<file path="config.mk">
export PLATFORM = sky130hd
export DESIGN_NAME = scan_pin_chain
export DESIGN_NICKNAME = d
export VERILOG_FILES = /design/src/rtl/scan_pkg.sv /design/src/rtl/scan_cell.sv /design/src/rtl/pin_slice.sv /design/src/rtl/scan_pin_chain.sv
export SDC_FILE = /design/constraint.sdc
export NUM_CORES = 1
export LEC_CHECK = 0
export ABC_AREA = 1
export CORE_ASPECT_RATIO = 1.75
export CORE_UTILIZATION = 30
export DETAILED_ROUTE_END_ITERATION = 6
export SLEW_MARGIN = 40
export SYNTH_ARGS = -nofsm -noshare
export SYNTH_HDL_FRONTEND = slang
export SYNTH_SLANG_ARGS = --single-unit
</file>
<file path="constraint.sdc">
create_clock -name clk -period 2.04 [get_ports clk]
set_clock_uncertainty 0.15 [all_clocks]
set_input_delay 0.408 -clock clk [delete_from_list [all_inputs] [get_ports clk]]
set_output_delay 0.408 -clock clk [all_outputs]
set_load 0.1 [all_outputs]
</file>
<file path="src/rtl/scan_pkg.sv">
// Package scan_pkg
// Shared types for the boundary-scan pin chain. It holds the pad source
// selection and the function that maps the controller flags onto it.
// It assumes that the float flag takes precedence over the drive flag.
package scan_pkg;

    // Which path owns a pad's value and enable.
    typedef enum logic [1:0] {
        PAD_CORE  = 2'd0,
        PAD_SCAN  = 2'd1,
        PAD_FLOAT = 2'd2
    } pad_src_e;

    // Maps the two controller flags to a pad source, with float on top.
    function automatic pad_src_e pick_pad_src(input logic drive_scan,
                                              input logic float_all);
        if (float_all)       return PAD_FLOAT;
        else if (drive_scan) return PAD_SCAN;
        else                 return PAD_CORE;
    endfunction

endpackage

</file>
<file path="src/rtl/scan_cell.sv">
// Module scan_cell
// One boundary-scan cell: a shift stage and a separate update latch.
// Capture loads cap_i and shift loads si_i. Capture wins if both arrive in
// the same cycle. The latch copies the shift stage only on update_i.
// Reset loads SAFE_VAL into both stages. It assumes that update_i never
// arrives in the same cycle as shift_i.
module scan_cell #(
    parameter logic SAFE_VAL = 1'b0
) (
    input  logic clk,
    input  logic rst_n,
    input  logic capture_i,
    input  logic shift_i,
    input  logic update_i,
    input  logic cap_i,
    input  logic si_i,
    output logic so_o,
    output logic latch_o
);

    logic stage_q;
    logic latch_q;

    // Shift stage: capture has priority over shift, otherwise hold.
    always_ff @(posedge clk) begin
        if (!rst_n)         stage_q <= SAFE_VAL;
        else if (capture_i) stage_q <= cap_i;
        else if (shift_i)   stage_q <= si_i;
    end

    // Update latch: commits the shift stage only on the update strobe.
    always_ff @(posedge clk) begin
        if (!rst_n)        latch_q <= SAFE_VAL;
        else if (update_i) latch_q <= stage_q;
    end

    assign so_o    = stage_q;
    assign latch_o = latch_q;

    // a capture lands the capture input in the stage.
    assert_capture_load_R3: assert property (@(posedge clk) disable iff (!rst_n)
        capture_i |=> stage_q == $past(cap_i));

    // a lone shift moves the neighbour's bit in.
    assert_shift_move_R1: assert property (@(posedge clk) disable iff (!rst_n)
        (shift_i && !capture_i) |=> stage_q == $past(si_i));

    // with capture and shift together, the shift input is not taken.
    assert_capture_wins_R10: assert property (@(posedge clk) disable iff (!rst_n)
        (shift_i && capture_i && (cap_i != si_i)) |=> stage_q != $past(si_i));

    // the latch holds without an update strobe.
    assert_latch_hold_R4: assert property (@(posedge clk) disable iff (!rst_n)
        !update_i |=> $stable(latch_q));

    // the latch takes the stage value on update.
    assert_latch_commit_R4: assert property (@(posedge clk) disable iff (!rst_n)
        update_i |=> latch_q == $past(stage_q));

endmodule

</file>
<file path="src/rtl/pin_slice.sv">
// Module pin_slice
// Scan cells and pad steering for one I/O pin. The drive-disable cell comes
// first on the chain and feeds the data cell. The drive-disable cell safes
// to 1 (driver off) and the data cell safes to 0. The pad source is decoded
// once at the top and shared by all slices.
module pin_slice
    import scan_pkg::*;
(
    input  logic     clk,
    input  logic     rst_n,
    input  logic     capture_i,
    input  logic     shift_i,
    input  logic     update_i,
    input  pad_src_e pad_src_i,
    input  logic     si_i,
    output logic     so_o,
    input  logic     core_out_i,
    input  logic     core_oe_i,
    input  logic     pad_in_i,
    output logic     pad_out_o,
    output logic     pad_oe_o,
    output logic     core_in_o
);

    logic mid_link;
    logic disable_latch;
    logic data_latch;

    // Drive-disable cell: captures the core's disable state.
    scan_cell #(.SAFE_VAL(1'b1)) ctl_cell_i (
        .clk       (clk),
        .rst_n     (rst_n),
        .capture_i (capture_i),
        .shift_i   (shift_i),
        .update_i  (update_i),
        .cap_i     (~core_oe_i),
        .si_i      (si_i),
        .so_o      (mid_link),
        .latch_o   (disable_latch)
    );

    // Data cell: captures the pad and, in drive mode, drives it.
    scan_cell #(.SAFE_VAL(1'b0)) dat_cell_i (
        .clk       (clk),
        .rst_n     (rst_n),
        .capture_i (capture_i),
        .shift_i   (shift_i),
        .update_i  (update_i),
        .cap_i     (pad_in_i),
        .si_i      (mid_link),
        .so_o      (so_o),
        .latch_o   (data_latch)
    );

    // Pad steering: the core path, the scan latches, or all drivers off.
    always_comb begin
        case (pad_src_i)
            PAD_SCAN: begin
                pad_out_o = data_latch;
                pad_oe_o  = ~disable_latch;
            end
            PAD_CORE: begin
                pad_out_o = core_out_i;
                pad_oe_o  = core_oe_i;
            end
            default: begin
                pad_out_o = core_out_i;
                pad_oe_o  = 1'b0;
            end
        endcase
    end

    // The observed pad value always goes back to the core.
    assign core_in_o = pad_in_i;

endmodule

</file>
<file path="src/rtl/scan_pin_chain.sv">
// Module scan_pin_chain
// The boundary-scan register for PINS I/O pins, 2*PINS cells in all. Pin p
// owns chain cells 2p+1 (drive disable) and 2p (data). tdi_i enters at the
// top cell and tdo_o is cell 0. It assumes single-cycle strobes from a
// controller that never raises update together with shift.
module scan_pin_chain
    import scan_pkg::*;
#(
    parameter int PINS = 80
) (
    input  logic            clk,
    input  logic            rst_n,
    input  logic            tdi_i,
    output logic            tdo_o,
    input  logic            capture_i,
    input  logic            shift_i,
    input  logic            update_i,
    input  logic            drive_scan_i,
    input  logic            float_all_i,
    input  logic [PINS-1:0] core_out_i,
    input  logic [PINS-1:0] core_oe_i,
    input  logic [PINS-1:0] pad_in_i,
    output logic [PINS-1:0] pad_out_o,
    output logic [PINS-1:0] pad_oe_o,
    output logic [PINS-1:0] core_in_o
);

    localparam int CELLS = 2 * PINS;

    pad_src_e        pad_src;
    logic [PINS:0]   link;

    // Decode the controller flags once for every slice.
    always_comb pad_src = pick_pad_src(drive_scan_i, float_all_i);

    // The top of the chain is fed from the serial input.
    assign link[PINS] = tdi_i;

    // One slice per pin, chained from the highest pin down to pin 0.
    for (genvar p = 0; p < PINS; p++) begin : g_pin
        pin_slice slice_i (
            .clk        (clk),
            .rst_n      (rst_n),
            .capture_i  (capture_i),
            .shift_i    (shift_i),
            .update_i   (update_i),
            .pad_src_i  (pad_src),
            .si_i       (link[p+1]),
            .so_o       (link[p]),
            .core_out_i (core_out_i[p]),
            .core_oe_i  (core_oe_i[p]),
            .pad_in_i   (pad_in_i[p]),
            .pad_out_o  (pad_out_o[p]),
            .pad_oe_o   (pad_oe_o[p]),
            .core_in_o  (core_in_o[p])
        );
    end

    // Cell 0 drives the serial output.
    assign tdo_o = link[0];

    // the controller never commits while shifting.
    assert_update_alone_R4: assert property (@(posedge clk) disable iff (!rst_n)
        !(update_i && shift_i));

    // the float flag silences every pad driver.
    assert_float_quiet_R7: assert property (@(posedge clk) disable iff (!rst_n)
        float_all_i |-> (pad_oe_o == '0));

    // in drive mode with no update, the pads stay put from cycle to cycle.
    assert_pads_steady_R4: assert property (@(posedge clk) disable iff (!rst_n)
        (drive_scan_i && !float_all_i && !update_i) |=>
        (($past(drive_scan_i) && !$past(float_all_i) && drive_scan_i && !float_all_i)
         -> ($stable(pad_oe_o) && $stable(pad_out_o))));

    // the chain length matches the pin count.
    initial assert (CELLS == 2 * PINS && CELLS > 0);

endmodule

</file>
-- Word level (Yosys, flattened, before mapping)
Index checks and enable logic that the tools add are counted.
- memory bits (writable): 0
- output and inout port bits: 241
- memory bits (read-only): 0
- memories kept: 0
- word-level logic and storage cells: 965
- register bits: 320
- bits of input ports: 248
- bits in latches: 0
- magnitude comparators: 0
- mux-type cells: 482
- bitwise gates (word level): 160
- reduce and logical (&&, ||, !) cells: 2
- $add $sub $neg: 0
- shift operators: 0
- div/mod/pow operators: 0
- $mul: 0
- equal/unequal tests: 1
- operator list (operator ; number):
    $mux 1 ; 401
    $not 1->1 ; 160
    $pmux 1 s2 ; 80
    $eq 2x1->1 const B ; 1
    $logic_not 2->1 ; 1
    $mux 2 ; 1
    $reduce_bool 2->1 ; 1

-- Depth between registers and ports, before layout
- depth after elaboration: 4
- gate-level depth with buffers: 8
- depth with buffers taken out: 5

-- Hierarchy
A second synthesis with hierarchy kept.
- cell total of the unflattened synthesis: 3202
- area, all modules: 19128.3 sq um
- modules (own cells, without submodules) (module ; area an instance (sq um) ; cells each ; instances):
    scan_cell (g_pin[0].slice_i.ctl_cell_i ...) ; 97.6 ; 14 ; 80
    scan_cell (g_pin[0].slice_i.dat_cell_i ...) ; 90.1 ; 14 ; 80
    pin_slice ; 51.3 ; 12 ; 80
    scan_pin_chain ; 10.0 ; 2 ; 1

-- Worst setup path after synthesis
No wires, ideal clock.
- path type: input port to output port
- from: in drive_scan_i
- to: out pad_oe_o[37]
- cell stages on the path: 6
- arrival: 1.446 ns
- slack: 0.036 ns
- path buffers: 4
- cells stage by stage: buf_2 > or2_1 > buf_6 > buf_6 > o22ai_1 > buf_4
- longest elaborated chain between the ends: 4
- elaborated cells on any way between the ends: 5
- classes of those cells: 1 x eq/ne; 3 x mux; 1 x reduce/logical
- ends and longest elaborated chain (what ; RTL line ; source):
    from (decl) ; scan_pin_chain.sv:18 ; input logic drive_scan_i,
    $mux 1 (*) ; scan_pkg.sv:18 ; else if (drive_scan) return PAD_SCAN;
    $mux 2 (*) ; scan_pkg.sv:17 ; if (float_all) return PAD_FLOAT;
    $eq 2x1->1 / $logic_not 2->1 (equally long branches) ; pin_slice.sv:57 ; case (pad_src_i)
    $pmux 1 s2 (*) ; pin_slice.sv:57 ;
    to (decl) ; scan_pin_chain.sv:24 ; output logic [PINS-1:0] pad_oe_o,
Mark *: on every way between the ends. The rest lies on a longest branch, timed or not.

-- Worst setup path in the final report
- from: in drive_scan_i
- to: out pad_oe_o[4]
Same word-level chain as after synthesis.

==> results.md <==
- DP HPWL: slightly below 50 mm
- Largest family of logic cells by synthesized area: simple AND/OR/NAND/NOR gates
- Port Buffers: between 400 and 500
- Core footprint: 0.0542 mm²
- Clk pin slew, worst setup/hold paths: roughly 0.07 ns
- Sinks on Clock Net: 320
- Area growth syn-to-layout: 57.5%
- Post-route clock period utilization: 104%
- Share of post-route cells with drive strength above 1: between 20% and 30%
- Worst Tran Pin Value: between 0.5 and 0.6 ns
- CP Cell Sequence: buf_12, or2_4, clkbuf_16, o22ai_2, buf_4, buf_12
- CP max FO: 7
- Overall Global Routing Usage: approximately 24%
- Peak supply drop: ~0.00038 V
- Largest net degree at the start of global routing: 95
- Syn Nets: approximately 2.7k
- Most common cell in the netlist: nand2_1
- Yosys top cell area share: between 30 and 40%
- Post-synth top cells: 744 x nand2_1, 376 x nand3_1, 320 x dfxtp_1
- Critical path class: in -> out
- Worst slew margin: 64.1%
- Mux share of post-synthesis cell area: 0%
- Post-synth EDFFs: 0
- First-pass DRT Iterations: 5
- # IOs: 489
- DR vias: ~17k
- Top cell type by total area after synthesis: dfxtp_1
- RSZ-0062 raised after global routing: yes
- Via density: roughly 5
- Slowest-stage cell, CP: or2_4
- Clk buf depth: 3
- CTS Buf Count: 34
- First-pass GRT wire length: a little over 100 mm
- YS warnings: 0
- WHS Path Cells: 3
- Worst path arrival time: 1.55 ns
- Final worst setup slack: -0.0721 ns
- Final hold vios: 0
- Reg2reg path depth: 4
- DR iter-0 viols: approximately 1.2k
- Mapped Avg Cell Area: just under 7 µm²
- Sequential-to-total area share from yosys stat: approximately 39%
- Synth Flop Type: dfxtp_1
- DRC viols: 0
- Routed wire per std cell: around 21 µm
- Post-Syn Area: roughly 0.016 mm²
- Root buf cell: clkbuf_16
- Post-synthesis compound-gate area fraction: 8.48%
- Worst hold path class: in -> reg
- Initial antenna violation count: 2
- Simple-gate share of the synthesized area: around a third
- Failing checks: negative setup slack
- DP Area: between 0.02 and 0.025 mm²
- Starting Density: between 30% and 40%
- Die height: approximately 310 µm
- CP dominant cell by count: buf_12
- Fmax: 473 MHz
- Leakage power: 11.6 nW
- Final nets: between 2k and 3k
- CTS tree: done
- Slew Limit Fails: 0
- Die area: 0.0557 mm²
- Max incr delay on CP: roughly 0.35 ns
- Hold buffer count at cts: 0
- Crit start category: input pin
- Rows: about 110
- PwrDens: a little under 800 mW/mm²
- Vias in the first global route: between 15k and 20k
- H-Tree Level Count: 2
- Ys async rst share: 0%
- Clk_lat worst skew: 0.53 ns
- CP required: between 1 and 1.5 ns
- Max cap viols: 0
- Tmin final: between 2 and 2.5 ns
- Crit. End Element: primary output
- RePlAce Congestion: roughly 0.84
- Die X: 179 µm
- GRT overflow: 0
- Post-route cell area: approximately 0.026 mm²
- Status: complete, but fails checks
- Routed WL: 71.0 mm
- Yosys reg bits: 320
- Final TNS setup: -0.673 ns
- Post-Synth XOR/XNOR Area: 0%
- Antenna-violating nets left: 0
- Setup-failing EPs final: 25
- Top post-synthesis cells by area: dfxtp_1 39%, nand2_1 17%, buf_4 12%
- Yosys cell types: 20
- Gate Count Post-Synth: between 2k and 2.5k
- Fraction of the mapped netlist area in adder cells: 0%
[area by class of cell]
class	count	area (µm²)
diodes	3	7.51
clock buffers	51	1050
clock inverters	9	103
fillers	5121	28300
inverters	165	637
multi-input cells	1537	7870
flip-flops and latches	320	6410
well taps	690	863
repair buffers	599	8920
[worst max-delay path: cells and delay by family]
| family | cells | cell delay, ns |
|---|---|---|
| AO/OA/AOI/OAI | 1 | 0.12 |
| buffers and inverters | 4 | 0.66 |
| AND/OR/NAND/NOR | 1 | 0.35 |
[flip-flops by register name (all words and copies together) (netlist names)]
signal / flops
g_pin.slice_i.ctl_cell_i.latch_o: 80
g_pin.slice_i.ctl_cell_i.so_o: 80
g_pin.slice_i.dat_cell_i.latch_o: 80
g_pin.slice_i.dat_cell_i.so_o: 80
[report_power, final]
group	internal, mW	total (mW)	leakage (nW)	switching, mW
clock	3.82	6.49	0.559	2.68
combinational	2.45	6.57	8.42	4.12
sequential	6.72	7.17	2.66	0.450
total	13.0	20.2	11.6	7.25
[per-layer routing]
metal  up-vias  track usage, %  routed length [µm]
met3       119            2.75                4040
met1      7882            29.0               27500
li1       7981               -                   -
met2       701            43.8               36500
met5         -               0                   0
met4         0            10.0                2970
[layout by cell type (no fill, tap or decap)]
cell and count:
o22ai_2 14, o21ai_0 80, diode_2 3, dfxtp_2 1, or2_4 2, a21oi_1 92, clkbuf_16 44, bufbuf_16 1
clkinv_2 4, clkdlybuf4s50_1 241, clkbuf_8 8, nand3_2 12, buf_16 11, dfxtp_1 319, inv_1 160, inv_6 1
nand2_8 1, nand2_1 716, inv_4 2, nor2_1 160, nand2_4 10, inv_2 1, buf_12 273, nand2_2 18
nor2_4 2, clkbuf_1 7, nand3_1 364, o22ai_4 66, clkinvlp_4 3, bufinv_16 2, buf_8 1, buf_4 58
inv_8 1, buf_6 6
[worst paths after layout]
kind | end | startpoint | slack, ns
max | pad_oe_o[4] | drive_scan_i | -0.07
min | g_pin[67].slice_i.ctl_cell_i.latch_o | update_i | 0.05
max reg2reg | g_pin[24].slice_i.dat_cell_i.so_o | g_pin[24].slice_i.ctl_cell_i.so_o | 0.99
min reg2reg | g_pin[40].slice_i.ctl_cell_i.latch_o | g_pin[40].slice_i.ctl_cell_i.latch_o | 0.33
[per-stage QoR]
stage	setup slack [ns]	std cells	utilization (%)	power, mW	hold slack, ns
3_3_place_gp	-0.405	3294	42.5	13.4	0.293
4_1_cts	-0.0690	3366	46.8	20.2	0.0305
3_5_place_dp	-0.424	3294	42.5	13.4	0.294
2_1_floorplan	0.0358	2434	-	11.1	0.279
5_1_grt	-0.0964	3373	47.7	20.9	0.0576
6_report	-0.0721	3374	47.8	20.2	0.0537
[repair_timing]
| action | 4_1_cts | 5_1_grt |
|---|---|---|
| cloned | 7 | 9 |
| gates resized for setup | 164 | 59 |
| endpoints found under the setup margin | 160 | 119 |
| endpoints found under the hold margin | 0 | 0 |
| pin swaps | 7 | 4 |
| setup buffers | 5 | 1 |
[kinds of logic after synthesis]
kind of cell           after synthesis
flip-flops                         320
buffers and inverters              578
AND/OR/NAND/NOR                   1284
AO/OA/AOI/OAI                      252
Note: power is estimated with default switching activity, not from simulation.
